File: src/rtl/fctacc_pkg.sv
package fctacc_pkg;

  localparam int unsigned OFF_ID    = 'h00;
  localparam int unsigned OFF_SCR   = 'h04;
  localparam int unsigned OFF_VAL   = 'h08;
  localparam int unsigned OFF_STAT  = 'h20;
  localparam int unsigned OFF_ISTAT = 'h24;
  localparam int unsigned OFF_RAISE = 'h60;
  localparam int unsigned OFF_ACK   = 'h64;

  localparam int unsigned STAT_BUSY_BIT = 0;
  localparam int unsigned STAT_IEN_BIT  = 7;
  localparam int unsigned IRQ_FACT_BIT  = 0;

  typedef enum logic [2:0] {
    SEL_ID, SEL_SCR, SEL_VAL, SEL_STAT,
    SEL_ISTAT, SEL_RAISE, SEL_ACK, SEL_NONE
  } sel_e;

  function automatic sel_e decode_sel(input int unsigned a);
    case (a)
      OFF_ID:    return SEL_ID;
      OFF_SCR:   return SEL_SCR;
      OFF_VAL:   return SEL_VAL;
      OFF_STAT:  return SEL_STAT;
      OFF_ISTAT: return SEL_ISTAT;
      OFF_RAISE: return SEL_RAISE;
      OFF_ACK:   return SEL_ACK;
      default:   return SEL_NONE;
    endcase
  endfunction

endpackage

File: src/rtl/fctacc_seq.sv
module fctacc_seq #(
  parameter int DATA_W = 32
) (
  input  logic              clk,
  input  logic              rst,
  input  logic              start_i,
  input  logic [DATA_W-1:0] operand_i,
  output logic              busy_o,
  output logic              fin_o,
  output logic [DATA_W-1:0] value_o
);

  logic [DATA_W-1:0] acc_q;
  logic [DATA_W-1:0] cnt_q;
  logic [DATA_W-1:0] value_q;
  logic              busy_q;
  logic              last_step;

  // Stop when the down-counter reaches 1, or early once the product is 0 mod 2^DATA_W
  assign last_step = (cnt_q <= DATA_W'(1)) || (acc_q == '0);
  assign fin_o     = busy_q && last_step;
  assign busy_o    = busy_q;
  assign value_o   = value_q;

  always_ff @(posedge clk) begin
    if (rst) begin
      busy_q  <= 1'b0;
      acc_q   <= '0;
      cnt_q   <= '0;
      value_q <= '0;
    end else if (start_i && !busy_q) begin
      busy_q  <= 1'b1;
      acc_q   <= DATA_W'(1);
      cnt_q   <= operand_i;
      value_q <= operand_i;
    end else if (fin_o) begin
      busy_q  <= 1'b0;
      value_q <= acc_q;
    end else if (busy_q) begin
      acc_q <= acc_q * cnt_q;
      cnt_q <= cnt_q - DATA_W'(1);
    end
  end

  AST_START_SETS_BUSY: assert property (@(posedge clk) disable iff (rst)
    start_i && !busy_o |=> busy_o);
  AST_FIN_CLEARS_BUSY: assert property (@(posedge clk) disable iff (rst)
    fin_o |=> !busy_o);
  AST_BUSY_NOT_DISTURBED: assert property (@(posedge clk) disable iff (rst)
    busy_o && !fin_o && start_i |=> busy_o && $stable(value_o));

endmodule

File: src/rtl/fctacc_irq.sv
module fctacc_irq #(
  parameter int DATA_W   = 32,
  parameter int FACT_BIT = 0
) (
  input  logic              clk,
  input  logic              rst,
  input  logic [DATA_W-1:0] raise_i,
  input  logic [DATA_W-1:0] ack_i,
  input  logic              fact_i,
  output logic [DATA_W-1:0] stat_o,
  output logic              irq_o
);

  logic [DATA_W-1:0] stat_q;
  logic [DATA_W-1:0] fact_vec;
  logic [DATA_W-1:0] stat_next;

  always_comb begin
    fact_vec           = '0;
    fact_vec[FACT_BIT] = fact_i;
    // set sources win over acknowledge in the same edge
    stat_next = (stat_q & ~ack_i) | raise_i | fact_vec;
  end

  always_ff @(posedge clk) begin
    if (rst) begin
      stat_q <= '0;
      irq_o  <= 1'b0;
    end else begin
      stat_q <= stat_next;
      irq_o  <= |stat_next;
    end
  end

  assign stat_o = stat_q;

  AST_FACT_WINS_ACK: assert property (@(posedge clk) disable iff (rst)
    fact_i |=> stat_o[FACT_BIT]);
  AST_FACT_RAISES_IRQ: assert property (@(posedge clk) disable iff (rst)
    fact_i |=> irq_o);
  AST_ACK_CLEARS: assert property (@(posedge clk) disable iff (rst)
    ack_i[FACT_BIT] && !fact_i && !raise_i[FACT_BIT] |=> !stat_o[FACT_BIT]);

endmodule

File: src/rtl/fctacc_top.sv
module fctacc_top #(
  parameter int          DATA_W     = 32,
  parameter int          ADDR_W     = 8,
  parameter int          SIZE_W     = 4,
  parameter int          WORD_BYTES = 4,
  parameter logic [31:0] ID_VALUE   = 32'hFAC7_0100
) (
  input  logic              clk,
  input  logic              rst,
  input  logic              req_valid,
  input  logic              req_write,
  input  logic [ADDR_W-1:0] req_addr,
  input  logic [SIZE_W-1:0] req_size,
  input  logic [DATA_W-1:0] req_wdata,
  output logic              rsp_valid,
  output logic [DATA_W-1:0] rsp_rdata,
  output logic              irq
);
  import fctacc_pkg::*;

  localparam logic [DATA_W-1:0] ALL_ONES = '1;

  sel_e              sel;
  logic              size_ok;
  logic              wr_ok;
  logic              start;
  logic              busy;
  logic              fin;
  logic [DATA_W-1:0] value;
  logic [DATA_W-1:0] istat;
  logic [DATA_W-1:0] raise_vec;
  logic [DATA_W-1:0] ack_vec;
  logic [DATA_W-1:0] scratch_q;
  logic              ien_q;
  logic [DATA_W-1:0] rd_mux;

  assign sel     = decode_sel(32'(req_addr));
  assign size_ok = (req_size == SIZE_W'(WORD_BYTES));
  assign wr_ok   = req_valid && req_write && size_ok;
  assign start   = wr_ok && (sel == SEL_VAL) && !busy;

  assign raise_vec = (wr_ok && sel == SEL_RAISE) ? req_wdata : '0;
  assign ack_vec   = (wr_ok && sel == SEL_ACK)   ? req_wdata : '0;

  fctacc_seq #(.DATA_W(DATA_W)) i_seq (
    .clk       (clk),
    .rst       (rst),
    .start_i   (start),
    .operand_i (req_wdata),
    .busy_o    (busy),
    .fin_o     (fin),
    .value_o   (value)
  );

  fctacc_irq #(.DATA_W(DATA_W), .FACT_BIT(IRQ_FACT_BIT)) i_irq (
    .clk     (clk),
    .rst     (rst),
    .raise_i (raise_vec),
    .ack_i   (ack_vec),
    .fact_i  (fin && ien_q),
    .stat_o  (istat),
    .irq_o   (irq)
  );

  always_ff @(posedge clk) begin
    if (rst) begin
      scratch_q <= '0;
      ien_q     <= 1'b0;
    end else if (wr_ok) begin
      if (sel == SEL_SCR)  scratch_q <= ~req_wdata;
      if (sel == SEL_STAT) ien_q     <= req_wdata[STAT_IEN_BIT];
    end
  end

  always_comb begin
    rd_mux = ALL_ONES;
    if (size_ok) begin
      case (sel)
        SEL_ID:    rd_mux = DATA_W'(ID_VALUE);
        SEL_SCR:   rd_mux = scratch_q;
        SEL_VAL:   rd_mux = value;
        SEL_STAT: begin
          rd_mux                = '0;
          rd_mux[STAT_BUSY_BIT] = busy;
          rd_mux[STAT_IEN_BIT]  = ien_q;
        end
        SEL_ISTAT: rd_mux = istat;
        default:   rd_mux = ALL_ONES;
      endcase
    end
  end

  always_ff @(posedge clk) begin
    if (rst) begin
      rsp_valid <= 1'b0;
      rsp_rdata <= '0;
    end else begin
      rsp_valid <= req_valid && !req_write;
      if (req_valid && !req_write) rsp_rdata <= rd_mux;
    end
  end

  AST_READ_GETS_RSP: assert property (@(posedge clk) disable iff (rst)
    req_valid && !req_write |=> rsp_valid);
  AST_WRITE_NO_RSP: assert property (@(posedge clk) disable iff (rst)
    req_valid && req_write |=> !rsp_valid);
  AST_BAD_SIZE_ONES: assert property (@(posedge clk) disable iff (rst)
    req_valid && !req_write && !size_ok |=> rsp_rdata == ALL_ONES);
  AST_BAD_SIZE_NO_START: assert property (@(posedge clk) disable iff (rst)
    req_valid && req_write && !size_ok && !busy |=> !busy);

endmodule

File: config.mk
export PLATFORM = sky130hd
export DESIGN_NAME = fctacc_top
export DESIGN_NICKNAME = d
export VERILOG_FILES = /design/src/rtl/fctacc_pkg.sv /design/src/rtl/fctacc_seq.sv /design/src/rtl/fctacc_irq.sv /design/src/rtl/fctacc_top.sv
export SDC_FILE = /design/constraint.sdc
export NUM_CORES = 2
export LEC_CHECK = 0
export BUFFER_PORTS_ARGS = -buffer_cell sky130_fd_sc_hd__buf_2
export CAP_MARGIN = 5
export CORE_MARGIN = 1
export CORE_UTILIZATION = 50
export DETAILED_ROUTE_END_ITERATION = 16
export PLACE_DENSITY = 0.76
export REMOVE_ABC_BUFFERS = 1
export SLEW_MARGIN = 10
export SYNTH_ARGS = -nofsm -noshare
export SYNTH_HDL_FRONTEND = slang
export SYNTH_SLANG_ARGS = --single-unit
export TNS_END_PERCENT = 5
File: constraint.sdc
create_clock -name clk -period 9.2 [get_ports clk]
set_input_delay 0.46 -clock clk [delete_from_list [all_inputs] [get_ports clk]]
set_output_delay 0.46 -clock clk [all_outputs]
set_load 0.005 [all_outputs]
# == Word-level counts from Yosys, hierarchy flattened ==
# Index checks and enable logic that the tools add are counted.
# op_classes
n_mul,1
n_mux,15
order_cmp,1
addsub,1
eq_ne,14
reduce_logical,24
bitwise_logic,6
# op_table
cell,count
$mux 32,8
$pmux 32 s5,1
$not 32->32,2
$and 32x32->32,1
$le 32x1->1 const B,1
$logic_not 32->1,1
$mul 32x32->32,1
$or 32x1->32,1
$or 32x32->32,1
$reduce_or 32->1,1
$sub 32x1->32 const B,1
$pmux 3 s7,1
$eq 8x6->1 const B,2
$eq 8x7->1 const B,2
$logic_and 1x1->1,10
$eq 3x3->1 const B,3
$eq 8x3->1 const B,1
$eq 8x4->1 const B,1
$logic_not 8->1,1
$reduce_and 2->1,4
$eq 3x2->1 const B,2
$mux 1,5
$eq 4x3->1 const B,1
$reduce_bool 2->1,2
other kinds (7),8
# word_totals
elab_cells,73
output_inout_bits,34
regBits,196

# == Longest topological paths before layout ==
# logic_depth
ltp_word,10
ltp_mapped,29

# == Hierarchy ==
# From an unflattened synthesis, not the netlist that was laid out.
# unflattened
hier_cells,2817
area_unflattened_um2,24713.7
# modules_own_cells
mod,area_each_um2,cells_per_inst,n_inst
fctacc_seq,19792.7,2279,1
fctacc_top,3560.9,399,1
fctacc_irq,1360.1,139,1

# == Worst setup path after synthesis ==
# Ideal clock, no wire load.
# synth_path
kind,reg-to-reg
from,register i_seq.cnt_q[6]
to,register i_seq.acc_q[30]
synth_period_minus_slack_ps,7109
setup_slack_ps,2091
arrival_time_ps,6987
setup_ps,122
path_buffers,2
path_stages_with_launch,25
path_cell_list,dfxtp_1 clkbuf_1 clkbuf_1 and2_1 fa_1 fa_1 fa_1 inv_1 fa_1 inv_1 fa_1 fa_1 fa_1 fa_1 ha_1 a21o_1 a221o_1 a31oi_1 o21ai_0 a31o_2 a21o_1 a21o_1 a31oi_1 xor2_1 o21ai_0
# synth_via
elab_chain_len,5
word_cells_on_any_way,6
# synth_rtl
element,line,rtl
start: declaration,fctacc_seq.sv:14,logic [DATA_W-1:0] cnt_q;
start signal: assignment,fctacc_seq.sv:34,cnt_q <= operand_i;
start signal: assignment,fctacc_seq.sv:41,cnt_q <= cnt_q - DATA_W'(1);
branches (longest 5 deep; another with $mul 32x32->32),--,
end signal: assignment,fctacc_seq.sv:40,acc_q <= acc_q * cnt_q;
end: declaration,fctacc_seq.sv:13,logic [DATA_W-1:0] acc_q;
# Several ways; the timed one is not identified.
# A chain may end at the register's enable or synchronous reset.

# == Worst setup path in the final report ==
# layout_path
from,register i_seq.acc_q[5]
to,register i_seq.acc_q[31]
# layout_via
elab_chain_len,5
word_cells_on_any_way,6
# layout_rtl
element
branches (longest 5 deep; another with $mul 32x32->32)
# Several ways; the timed one is not identified.

==> reports/qor.csv <==
metric,value,unit
syn_avg_cell_area,8.61,um^2
ys.flop_type,dfxtp_1,
dr.pass1.iters,9,
fin_cells,3419,
routed_via_density,6.03,
period_minus_slack,7.94,ns
hold_buffers,0,
grt_max_degree,95,
fmax,126,MHz
outcome,finished clean,
initial_core_util,51.1,%
ff2ff_path_depth,24,
r2r-end,i_seq.acc_q[31]$_SDFFE_PP0P_,
drc,0,
final_common_cell,inv_1,
finalSetupViolCount,0,
port_buffers,81,
wl_per_cell,21.0,um
start_kind,flop,
clk_latency,0.48,ns
grtUsageTotal,29.8,%
fin_util,53.9,%
grt-ovfl-total,0,
die_h,224,um
syn_inst,2853,
clockBufferDepth,2,
tightest_slew,1.32,ns
synth_edf_count,0,
cts_sinks,196,
powerDensity,67.1,mW/mm^2
ys_warn_count,0,
rsz0062_at_grt,no,
multiInputGateArea,0.0183,mm^2
dieArea,0.0500,mm^2
drive_gt1_share,6.78,%
totalWireLength,71.9,mm
synth-seq-area-share,16.0,%
hold_path_class,input port to flop,
layout.area.seq,0.00393,mm^2
row_count,80,
end_kind,flop,
tns,0,ns
numCtsBuffers,17,
path_class,flop to flop,
drtAntennaViolNets,0,
ys_ff_latch,196,
synthArstFlopShare,0,%
yosysTopAreaCell,fa_1,
cap_viol_max_count,0,
cp_max_fo,19,
die_w,224,um
yosysTopAreaCellShare,33.3,%
min_path_cells,2,
crit_required,9.55,ns
synth_area,0.0246,mm^2
max-slew-margin-rel,12.0,%
fillers,4333,
synth_cell_types,65,
p_leak,11.8,nW
clock_skew,0.0299,ns
min_to,scratch_q[26]$_SDFFE_PP0P_,
cp.arrival,8.29,ns
setup_ws,1.26,ns
post-cts-setup-buffers,0,
finalHoldViolations,0,
drt-initial-drc-count,2115,
fin_crit_sh,86.3,%
cts_max_level,4,
yosys-top-cells-area,"fa_1, dfxtp_1, and2_1",
place.gp.congestion,0.919,
worstHoldStart,req_wdata[26],
grt_pass1_vias,21400,
clk_pin_slew,0.09,ns
layout-area-overhead-vs-synth,5.49,%
antenna_found_initial,2,
dp_hpwl,52.2,mm
via_count,20600,
final_cell_mix,"inv_1, fa_1, nand2_1",
root_buffer,clkbuf_16,
grt_pass1_wl,116,mm
dp_slack,1.23,ns
num_io_pins,82,
cts_resized,0,
ir_worst_vdd,0.118,mV
nets,3371,
cts_tree,built,
slew_viol_final,0,
worstReg2RegStart,i_seq.acc_q[5]$_SDFFE_PP0P_,
dp.cells,3386,
rrSetupSlack,1.26,ns
fp.coreArea,0.0480,mm^2
[cell families (layout without fill, tap and decap cells)]
kind of cell	Yosys count	count (layout)	share of synthesized area, %
buffers and inverters	621	571	9.64
flip-flops	196	196	16.0
multiplexers	33	33	1.42
adder cells (fa/ha/maj)	534	534	39.7
AO/OA/AOI/OAI	393	393	10.8
XOR/XNOR	84	84	3.00
AND/OR/NAND/NOR	992	992	19.5
other	0	1	0
[synth_stat cells (3+ instances only)]
cell type / instances
a21boi_0: 3
xor2_1: 24
a31o_2: 3
buf_2: 11
mux2_2: 3
dfxtp_1: 196
buf_1: 8
a31oi_1: 9
a222oi_1: 14
a21oi_1: 118
a311oi_1: 20
nor2_1: 179
o21bai_1: 4
nor4_1: 31
clkbuf_1: 185
fa_1: 408
o22ai_1: 14
and3_1: 4
nand2_1: 391
a21o_1: 13
a32oi_1: 3
a211oi_1: 76
nand3_1: 24
or4_1: 4
o21ai_0: 33
inv_1: 413
and2_1: 272
o211ai_1: 9
nand2b_1: 17
o21a_1: 3
a22oi_1: 53
o311ai_0: 4
or3_1: 5
ha_1: 125
mux2i_1: 27
nand4_1: 5
a221oi_1: 4
xnor2_1: 60
nor3_1: 26
nor2b_1: 17
mux2_4: 3
[cell type report]
cell class | count | share of cell area [%]
antenna | 1 | 0.00966
multi-input combinational | 2036 | 70.6
sequential | 196 | 15.2
timing repair buffer | 126 | 2.88
clock buffer | 17 | 1.64
tap | 615 | 2.97
clock inverter | 15 | 0.710
inverter | 413 | 5.98
[worst max-delay path, stage by stage (launching register included)]
cell and delay [ns]:
dfxtp_1 1.20, buf_4 0.39, nand2_1 0.11, fa_1 0.47, inv_1 0.08, fa_1 0.40, inv_1 0.09, fa_1 0.44
fa_1 0.53, inv_1 0.05, ha_1 0.31, fa_1 0.46, fa_1 0.51, fa_1 0.42, ha_1 0.36, and3_1 0.22
a221o_1 0.30, a31oi_1 0.22, o21ai_0 0.17, o2111ai_1 0.30, nand4b_1 0.18, a21o_1 0.21, a21oi_1 0.17, xnor2_1 0.14
a21oi_1 0.08
[flip-flops by register name, summed over array words and instances, names as in the netlist]
signal	flops
i_irq.stat_o	32
i_seq.acc_q	32
i_seq.cnt_q	32
i_seq.value_o	32
rsp_rdata	32
scratch_q	32
i_irq.irq_o	1
i_seq.busy_o	1
ien_q	1
rsp_valid	1
[power by group]
group	internal [mW]	total [mW]	switching (mW)
registers	0.857	0.862	0.00513
clock network	0.370	0.796	0.426
logic	0.0283	0.0814	0.0531
[stage by stage]
step / power (mW) / hold WS, ns / area, um^2
after floorplan: 0.907 / 0.442 / 23700
after global placement: 0.959 / 0.468 / 25300
after detailed placement: 0.962 / 0.480 / 25300
after CTS: 1.74 / 0.243 / 25900
after global routing: 1.79 / 0.247 / 25900
final: 1.74 / 0.254 / 25900
[layer usage]
metal  part of all wire, %  track usage [%]  wire length, um  vias up
met1                    38             37.9            27100    10300
met5                 0.018                0               13        -
met4                   5.7             15.7             4120        2
met3                   9.1             5.23             6520      298
met2                    48             48.5            34200     1130
li1                      -                -                -     8893
[worst max-delay path by stage]
| stage | from | end | slack [ns] |
|---|---|---|---|
| after global placement | i_seq.cnt_q[3]$_SDFFE_PP0P_ | i_seq.acc_q[30]$_SDFFE_PP0P_ | 1.42 |
| after floorplan | i_seq.cnt_q[2]$_SDFFE_PP0P_ | i_seq.acc_q[30]$_SDFFE_PP0P_ | 2.16 |
| after global routing | i_seq.acc_q[5]$_SDFFE_PP0P_ | i_seq.acc_q[30]$_SDFFE_PP0P_ | 0.95 |
| after CTS | i_seq.cnt_q[3]$_SDFFE_PP0P_ | i_seq.acc_q[30]$_SDFFE_PP0P_ | 1.32 |
| final | i_seq.acc_q[5]$_SDFFE_PP0P_ | i_seq.acc_q[31]$_SDFFE_PP0P_ | 1.26 |
| after detailed placement | i_seq.cnt_q[3]$_SDFFE_PP0P_ | i_seq.acc_q[30]$_SDFFE_PP0P_ | 1.23 |
No activity file was read; power rests on OpenSTA's default activity.
